## src/rtl/wt_pkg.sv

```systemverilog
package wt_pkg;
  localparam int BANK_LSB = 6;

  localparam logic [BANK_LSB-1:0] OFS_CTRL = 6'h00;
  localparam logic [BANK_LSB-1:0] OFS_MODE = 6'h04;
  localparam logic [BANK_LSB-1:0] OFS_CNT  = 6'h10;
  localparam logic [BANK_LSB-1:0] OFS_CMPA = 6'h14;
  localparam logic [BANK_LSB-1:0] OFS_CMPB = 6'h18;
  localparam logic [BANK_LSB-1:0] OFS_CMPC = 6'h1c;
  localparam logic [BANK_LSB-1:0] OFS_STAT = 6'h20;
  localparam logic [BANK_LSB-1:0] OFS_IEN  = 6'h24;
  localparam logic [BANK_LSB-1:0] OFS_IDIS = 6'h28;
  localparam logic [BANK_LSB-1:0] OFS_IMSK = 6'h2c;

  typedef enum logic [1:0] {
    ACT_NONE = 2'd0,
    ACT_SET  = 2'd1,
    ACT_CLR  = 2'd2,
    ACT_TGL  = 2'd3
  } pin_act_e;

  typedef struct packed {
    logic     stop_on_c;
    logic     dis_on_c;
    logic     auto_rst;
    pin_act_e act_a;
    pin_act_e act_c;
  } mode_t;

  typedef struct packed {
    logic ovf;
    logic cmp_a;
    logic cmp_b;
    logic cmp_c;
  } evt_t;

  function automatic logic apply_act(input pin_act_e act, input logic cur);
    case (act)
      ACT_SET: return 1'b1;
      ACT_CLR: return 1'b0;
      ACT_TGL: return ~cur;
      default: return cur;
    endcase
  endfunction
endpackage

```

## src/rtl/wt_regs.sv

```systemverilog
module wt_regs
  import wt_pkg::*;
#(
  parameter int CNT_W    = 16,
  parameter int ADDR_W   = 8,
  parameter int DATA_W   = 32,
  parameter int CHAN_IDX = 0
) (
  input  logic                  clk,
  input  logic                  rst_n,
  input  logic                  reg_wr,
  input  logic                  reg_rd,
  input  logic [ADDR_W-1:0]     reg_addr,
  input  logic [DATA_W-1:0]     reg_wdata,
  output logic [DATA_W-1:0]     reg_rdata,
  input  evt_t                  evt,
  input  logic                  clk_on,
  input  logic                  pin,
  input  logic [CNT_W-1:0]      cnt,
  output mode_t                 mode,
  output logic [2:0][CNT_W-1:0] cmp_vals,
  output logic                  ctl_en,
  output logic                  ctl_dis,
  output logic                  ctl_trg,
  output logic                  irq
);
  localparam int BANK_W = ADDR_W - BANK_LSB;
  localparam logic [BANK_W-1:0] BANK_ID = BANK_W'(CHAN_IDX);

  logic                 sel;
  logic [BANK_LSB-1:0]  ofs;
  logic                 wr_hit, rd_hit;
  evt_t                 sts_q, msk_q, wmask;
  logic [DATA_W-1:0]    rd_mux;

  assign sel    = (reg_addr[ADDR_W-1:BANK_LSB] == BANK_ID);
  assign ofs    = reg_addr[BANK_LSB-1:0];
  assign wr_hit = reg_wr && sel;
  assign rd_hit = reg_rd && sel;

  assign ctl_en  = wr_hit && (ofs == OFS_CTRL) && reg_wdata[0];
  assign ctl_dis = wr_hit && (ofs == OFS_CTRL) && reg_wdata[1];
  assign ctl_trg = wr_hit && (ofs == OFS_CTRL) && reg_wdata[2];

  assign wmask = '{ovf: reg_wdata[0], cmp_a: reg_wdata[2],
                   cmp_b: reg_wdata[3], cmp_c: reg_wdata[4]};

  always_ff @(posedge clk) begin
    if (!rst_n) begin
      mode     <= '0;
      cmp_vals <= '0;
      msk_q    <= '0;
    end else if (wr_hit) begin
      case (ofs)
        OFS_MODE: begin
          mode.stop_on_c <= reg_wdata[6];
          mode.dis_on_c  <= reg_wdata[7];
          mode.auto_rst  <= reg_wdata[14];
          mode.act_a     <= pin_act_e'(reg_wdata[17:16]);
          mode.act_c     <= pin_act_e'(reg_wdata[19:18]);
        end
        OFS_CMPA: cmp_vals[0] <= reg_wdata[CNT_W-1:0];
        OFS_CMPB: cmp_vals[1] <= reg_wdata[CNT_W-1:0];
        OFS_CMPC: cmp_vals[2] <= reg_wdata[CNT_W-1:0];
        OFS_IEN:  msk_q <= msk_q | wmask;
        OFS_IDIS: msk_q <= msk_q & ~wmask;
        default: ;
      endcase
    end
  end

  always_ff @(posedge clk) begin
    if (!rst_n) begin
      sts_q <= '0;
    end else if (rd_hit && (ofs == OFS_STAT)) begin
      sts_q <= evt;
    end else begin
      sts_q <= sts_q | evt;
    end
  end

  always_comb begin
    rd_mux = '0;
    if (sel) begin
      case (ofs)
        OFS_MODE: begin
          rd_mux[6]     = mode.stop_on_c;
          rd_mux[7]     = mode.dis_on_c;
          rd_mux[14]    = mode.auto_rst;
          rd_mux[17:16] = mode.act_a;
          rd_mux[19:18] = mode.act_c;
        end
        OFS_CNT:  rd_mux[CNT_W-1:0] = cnt;
        OFS_CMPA: rd_mux[CNT_W-1:0] = cmp_vals[0];
        OFS_CMPB: rd_mux[CNT_W-1:0] = cmp_vals[1];
        OFS_CMPC: rd_mux[CNT_W-1:0] = cmp_vals[2];
        OFS_STAT: begin
          rd_mux[0]  = sts_q.ovf;
          rd_mux[2]  = sts_q.cmp_a;
          rd_mux[3]  = sts_q.cmp_b;
          rd_mux[4]  = sts_q.cmp_c;
          rd_mux[16] = clk_on;
          rd_mux[17] = pin;
        end
        OFS_IMSK: begin
          rd_mux[0] = msk_q.ovf;
          rd_mux[2] = msk_q.cmp_a;
          rd_mux[3] = msk_q.cmp_b;
          rd_mux[4] = msk_q.cmp_c;
        end
        default: ;
      endcase
    end
  end

  always_ff @(posedge clk) begin
    if (!rst_n)      reg_rdata <= '0;
    else if (reg_rd) reg_rdata <= rd_mux;
  end

  assign irq = |(sts_q & msk_q);
endmodule

```

## src/rtl/wt_counter.sv

```systemverilog
module wt_counter
  import wt_pkg::*;
#(
  parameter int CNT_W = 16
) (
  input  logic                  clk,
  input  logic                  rst_n,
  input  logic                  tick,
  input  logic                  ctl_en,
  input  logic                  ctl_dis,
  input  logic                  ctl_trg,
  input  mode_t                 mode,
  input  logic [2:0][CNT_W-1:0] cmp_vals,
  output logic [CNT_W-1:0]      cnt,
  output logic                  clk_on,
  output evt_t                  evt
);
  localparam int N_CMP = 3;
  localparam logic [CNT_W-1:0] CNT_MAX = '1;

  logic             run_q;
  logic             adv;
  logic [N_CMP-1:0] hit;
  logic             c_reset;

  for (genvar g = 0; g < N_CMP; g++) begin : g_cmp
    assign hit[g] = (cnt == cmp_vals[g]);
  end

  assign adv     = clk_on && run_q && tick && !ctl_trg;
  assign c_reset = mode.auto_rst && hit[2];

  assign evt.cmp_a = adv && hit[0];
  assign evt.cmp_b = adv && hit[1];
  assign evt.cmp_c = adv && hit[2];
  assign evt.ovf   = adv && (cnt == CNT_MAX) && !c_reset;

  always_ff @(posedge clk) begin
    if (!rst_n) begin
      cnt <= '0;
    end else if (ctl_trg) begin
      cnt <= '0;
    end else if (adv) begin
      cnt <= c_reset ? '0 : cnt + 1'b1;
    end
  end

  always_ff @(posedge clk) begin
    if (!rst_n) begin
      run_q <= 1'b0;
    end else if (ctl_trg) begin
      run_q <= 1'b1;
    end else if (evt.cmp_c && (mode.stop_on_c || mode.dis_on_c)) begin
      run_q <= 1'b0;
    end
  end

  always_ff @(posedge clk) begin
    if (!rst_n) begin
      clk_on <= 1'b0;
    end else if (ctl_dis) begin
      clk_on <= 1'b0;
    end else if (ctl_en) begin
      clk_on <= 1'b1;
    end else if (evt.cmp_c && mode.dis_on_c) begin
      clk_on <= 1'b0;
    end
  end
endmodule

```

## src/rtl/wt_wave.sv

```systemverilog
module wt_wave
  import wt_pkg::*;
(
  input  logic  clk,
  input  logic  rst_n,
  input  evt_t  evt,
  input  mode_t mode,
  output logic  pin
);
  always_ff @(posedge clk) begin
    if (!rst_n) begin
      pin <= 1'b0;
    end else if (evt.cmp_c) begin
      pin <= apply_act(mode.act_c, pin);
    end else if (evt.cmp_a) begin
      pin <= apply_act(mode.act_a, pin);
    end
  end
endmodule

```

## src/rtl/wave_timer_chan.sv

```systemverilog
module wave_timer_chan
  import wt_pkg::*;
#(
  parameter int CNT_W    = 16,
  parameter int ADDR_W   = 8,
  parameter int DATA_W   = 32,
  parameter int CHAN_IDX = 0
) (
  input  logic              clk,
  input  logic              rst_n,
  input  logic              reg_wr,
  input  logic              reg_rd,
  input  logic [ADDR_W-1:0] reg_addr,
  input  logic [DATA_W-1:0] reg_wdata,
  output logic [DATA_W-1:0] reg_rdata,
  input  logic              tick,
  output logic [CNT_W-1:0]  count_val,
  output logic              tioa_o,
  output logic              irq_o
);
  mode_t                 mode;
  evt_t                  evt;
  logic [2:0][CNT_W-1:0] cmp_vals;
  logic                  ctl_en, ctl_dis, ctl_trg;
  logic                  clk_on;

  wt_regs #(
    .CNT_W(CNT_W), .ADDR_W(ADDR_W), .DATA_W(DATA_W), .CHAN_IDX(CHAN_IDX)
  ) u_regs (
    .clk(clk), .rst_n(rst_n),
    .reg_wr(reg_wr), .reg_rd(reg_rd), .reg_addr(reg_addr),
    .reg_wdata(reg_wdata), .reg_rdata(reg_rdata),
    .evt(evt), .clk_on(clk_on), .pin(tioa_o), .cnt(count_val),
    .mode(mode), .cmp_vals(cmp_vals),
    .ctl_en(ctl_en), .ctl_dis(ctl_dis), .ctl_trg(ctl_trg),
    .irq(irq_o)
  );

  wt_counter #(.CNT_W(CNT_W)) u_counter (
    .clk(clk), .rst_n(rst_n), .tick(tick),
    .ctl_en(ctl_en), .ctl_dis(ctl_dis), .ctl_trg(ctl_trg),
    .mode(mode), .cmp_vals(cmp_vals),
    .cnt(count_val), .clk_on(clk_on), .evt(evt)
  );

  wt_wave u_wave (
    .clk(clk), .rst_n(rst_n), .evt(evt), .mode(mode), .pin(tioa_o)
  );
endmodule

```

## config.mk

```make
export PLATFORM = sky130hd
export DESIGN_NAME = wave_timer_chan
export DESIGN_NICKNAME = d
export VERILOG_FILES = /design/src/rtl/wt_pkg.sv /design/src/rtl/wt_regs.sv /design/src/rtl/wt_counter.sv /design/src/rtl/wt_wave.sv /design/src/rtl/wave_timer_chan.sv
export SDC_FILE = /design/constraint.sdc
export NUM_CORES = 1
export LEC_CHECK = 0
export BUFFER_PORTS_ARGS = -buffer_cell sky130_fd_sc_hd__buf_2
export CORE_UTILIZATION = 55
export CTS_CLUSTER_DIAMETER = 150
export CTS_CLUSTER_SIZE = 20
export DETAILED_ROUTE_END_ITERATION = 7
export GPL_TIMING_DRIVEN = 0
export HOLD_SLACK_MARGIN = 0.03
export PLACE_DENSITY_LB_ADDON = 0.08
export SLEW_MARGIN = 20
export SYNTH_ARGS = -nofsm -noshare
export SYNTH_HDL_FRONTEND = slang
export SYNTH_HIERARCHICAL = 1
export SYNTH_SLANG_ARGS = --single-unit
```

## constraint.sdc

```tcl
create_clock -name clk -period 2.4 [get_ports clk]
set_input_delay 0.12 -clock clk [delete_from_list [all_inputs] [get_ports clk]]
set_output_delay 0.12 -clock clk [all_outputs]
set_load 0.02 [all_outputs]
```

==> results.yml <==
sta:
  hold_ws_ns: 0.03677
  timing.final.max_slew_violations: 0
  min_period_ns: 2.242
  timing.final.ws_setup_ns: 0.1583
  fmax_mhz: 446.1
  finalCritPeriodShare_pct: 93.41
  worstMarginPinSlew_ns: 0.6989
  relSlewSlack_pct: 52.98
  finalClockSkew_ns: 0.01907
  finalHoldViolations: 0
  finalSetupViolations: 0
worst_setup_path:
  critical_path_class: "register to register"
  reg2reg_to: "u_counter/cnt[6]$_SDFFE_PP0P_"
  reg2reg_depth: 8
  cp_cell_sequence: "clkbuf_1 > xor2_1 > nor4_1 > nand4_1 > buf_4 > o31ai_4 > buf_6 > nor2_1"
  cp.arrival_ns: 2.49
  crit_family: "buffers and inverters"
  r2r-start: "u_counter/cnt[14]$_SDFFE_PP0P_"
  cp-end-kind: "register"
  crit_fanout: 10
  critical_path.max_stage_delay_ns: 0.39
  worstPathRequired_ns: 2.65
  start_kind: "register"
  cp_num_buf_inv: 3
  rrSetupSlack_ns: 0.16
  crit_path_top_delay_cell: "dfxtp_1"
finish:
  final_common_cell: "nand2_1"
  nNetsFinal: 817
  synthToLayoutAreaGrowth_pct: 18.22
  fillCellCount: 849
  antenna_cells: 0
  regArea_um2: 2042
  drive_above_1_share_pct: 17.65
  post-route-cell-area_um2: 6195
  multi_input_area_um2: 2924
  final_cell_mix: "127 x nand2_1, 102 x dfxtp_1, 88 x buf_2, 69 x a21oi_1, 56 x xor2_1"
  final_util_pct: 67.04
drt:
  post_drt_wl_per_cell_um: 18.72
  drt_pass1_iterations: 7
  drc: 0
  wl_um: 16950
  via_per_inst: 5.850
  antenna_left: 0
  drt_iter0_markers: 546
  route.vias.total: 5294
power_and_ir_drop:
  power.density_nw_per_um2: 477.6
  vdd_drop_max_uv: 301.6
  power_leakage_nw: 2.700
min_path:
  hold_path.class: "input pin to register"
  worstHoldPathCells: 2
  hold_start: "reg_wdata[2]"
cts:
  clock_latency_ns: 0.37
  clock_sink_count: 102
  cts_root_buffer: "clkbuf_8"
  cts_buffers: 9
  tritoncts: "built"
  clkTransAtPathRegs_ns: 0.12
  clk_path_buf_depth: 2
  cts_max_level: 3
synth:
  avgSynthCellArea_um2: 7.915
  yosysSeqAreaShare_pct: 38.97
  yosysUniqueCellTypes: 53
  yosysWarnings: 6
  yosysTopAreaCell: "dfxtp_1"
  synthTopCellsByArea: "dfxtp_1 39%, xor2_1 9.4%, nand2_1 9.1%"
  synthCells: 662
  yosys.area.top_type_share_pct: 38.97
  synth_flop_cell: "dfxtp_1"
  synth_seq_cells: 102
  synth-edff-count: 0
  netlist_area_um2: 5240
  async_reset_ff_share_pct: 0
floorplan:
  chipHeight_um: 99.61
  core_area_um2: 9240
  start_util_pct: 56.71
  fp.dieW_um: 99.61
  ios: 95
  die_area_um2: 9921
  fp-row-count: 35
global_routing:
  track_usage_pct: 34.95
  grt_overflow: 0
  grt_max_degree: 19
  grt_pass1_wl_um: 26370
  antenna_found_initial: 0
  grt_pass1_vias: 4906
status:
  status: "complete, no violations"
placed_design:
  postPlaceCellArea_um2: 5793
  portBuffers: 70
  dp_hpwl_um: 12860
  routabilityCongestion: 0.9593
  dpl_worst_slack_ns: -0.5732
run:
  max_cap_viol_count: 0
-- stage by stage --
stage,total power (W),TNS [ns],std cells
finish,0.002959,0,905
detailed placement,0.001931,-5.499,872
global placement,0.001929,-5.114,872
CTS,0.002964,0,906
global route,0.003047,-0.007521,905
floorplan,0.001847,0,673
-- worst register-to-register path, cell delays in order (launching register included) --
cell and delay (ns):
dfxtp_1 0.39, clkbuf_1 0.37, xor2_1 0.12, nor4_1 0.33, nand4_1 0.14, buf_4 0.18, o31ai_4 0.37, buf_6 0.19
nor2_1 0.05
-- worst max path at each step --
stage | from | to | slack [ns] | cells after the start
floorplan | reg_addr[7] | u_wave/pin$_SDFFE_PN0P_ | 0.28 | 10
global placement | reg_addr[3] | u_regs/sts_q[3]$_SDFF_PN0_ | -0.51 | 11
detailed placement | reg_addr[3] | u_regs/sts_q[3]$_SDFF_PN0_ | -0.57 | 11
CTS | u_counter/cnt[3]$_SDFFE_PP0P_ | u_wave/pin$_SDFFE_PN0P_ | 0.07 | 7
global route | reg_addr[7] | u_counter/cnt[15]$_SDFFE_PP0P_ | -0.008 | 11
finish | u_counter/cnt[14]$_SDFFE_PP0P_ | u_counter/cnt[6]$_SDFFE_PP0P_ | 0.16 | 8
-- timing repair --
action,in CTS,in global routing
buffers inserted,2,0
endpoints found under the setup margin,4,15
endpoints found under the hold margin,34,0
pin swaps,1,0
hold buffers,16,0
cloned,0,0
gates resized for setup,3,6
-- where the power goes --
| group | switching, W | internal (W) |
|---|---|---|
| combinational | 0.000147 | 0.0000792 |
| clock | 0.000649 | 0.000390 |
| sequential | 0.00000161 | 0.00169 |
-- layout make-up --
class	instances	area share, %
Inverter	6	0.3636
Clock buffer	9	2.000
Tap cell	129	2.606
Multi-Input combinational cell	503	47.20
Timing Repair Buffer	88	8.685
Clock inverter	7	0.8887
Sequential cell	102	32.96
Buffer	61	5.292
-- registers in the layout (all words and copies together) (netlist names), named ones only --
register and flops:
u_regs/reg_rdata 20, u_counter/run_q 1, u_counter/cnt 16, u_counter/clk_on 1, u_regs/mode 7, u_wave/pin 1
u_regs/cmp_vals 48, u_regs/sts_q 4
-- cell families (layout without fill, tap and decap cells) --
logic type | count (synthesis) | count (layout) | share of synthesized area, %
simple gates | 299 | 299 | 27.48
compound gates | 126 | 126 | 15.54
flops | 102 | 102 | 38.97
buf+inv | 68 | 171 | 6.734
xor+xnor | 62 | 62 | 10.36
mux | 3 | 3 | 0.5969
fa+ha+maj | 1 | 1 | 0.2387
other cells | 1 | 12 | 0.07156
-- synthesized netlist by cell type, types with 9 or more instances --
cell type and count:
o21ai_0 11, nand4_1 18, xor2_1 56, nand3b_1 9
nor2_1 38, a21oi_1 69, buf_2 18, clkbuf_1 27
and3_1 9, nand2_1 127, nor4_1 14, buf_4 14
dfxtp_1 102, nand3_1 54, a22o_1 14
-- layer usage --
layer	share of wire, %	global-route usage, %
met3	9.0	6.114
met5	0	0
met4	2.2	10.41
met1	45	51.14
met2	44	52.40
Note: power is estimated with default switching activity, not from simulation.
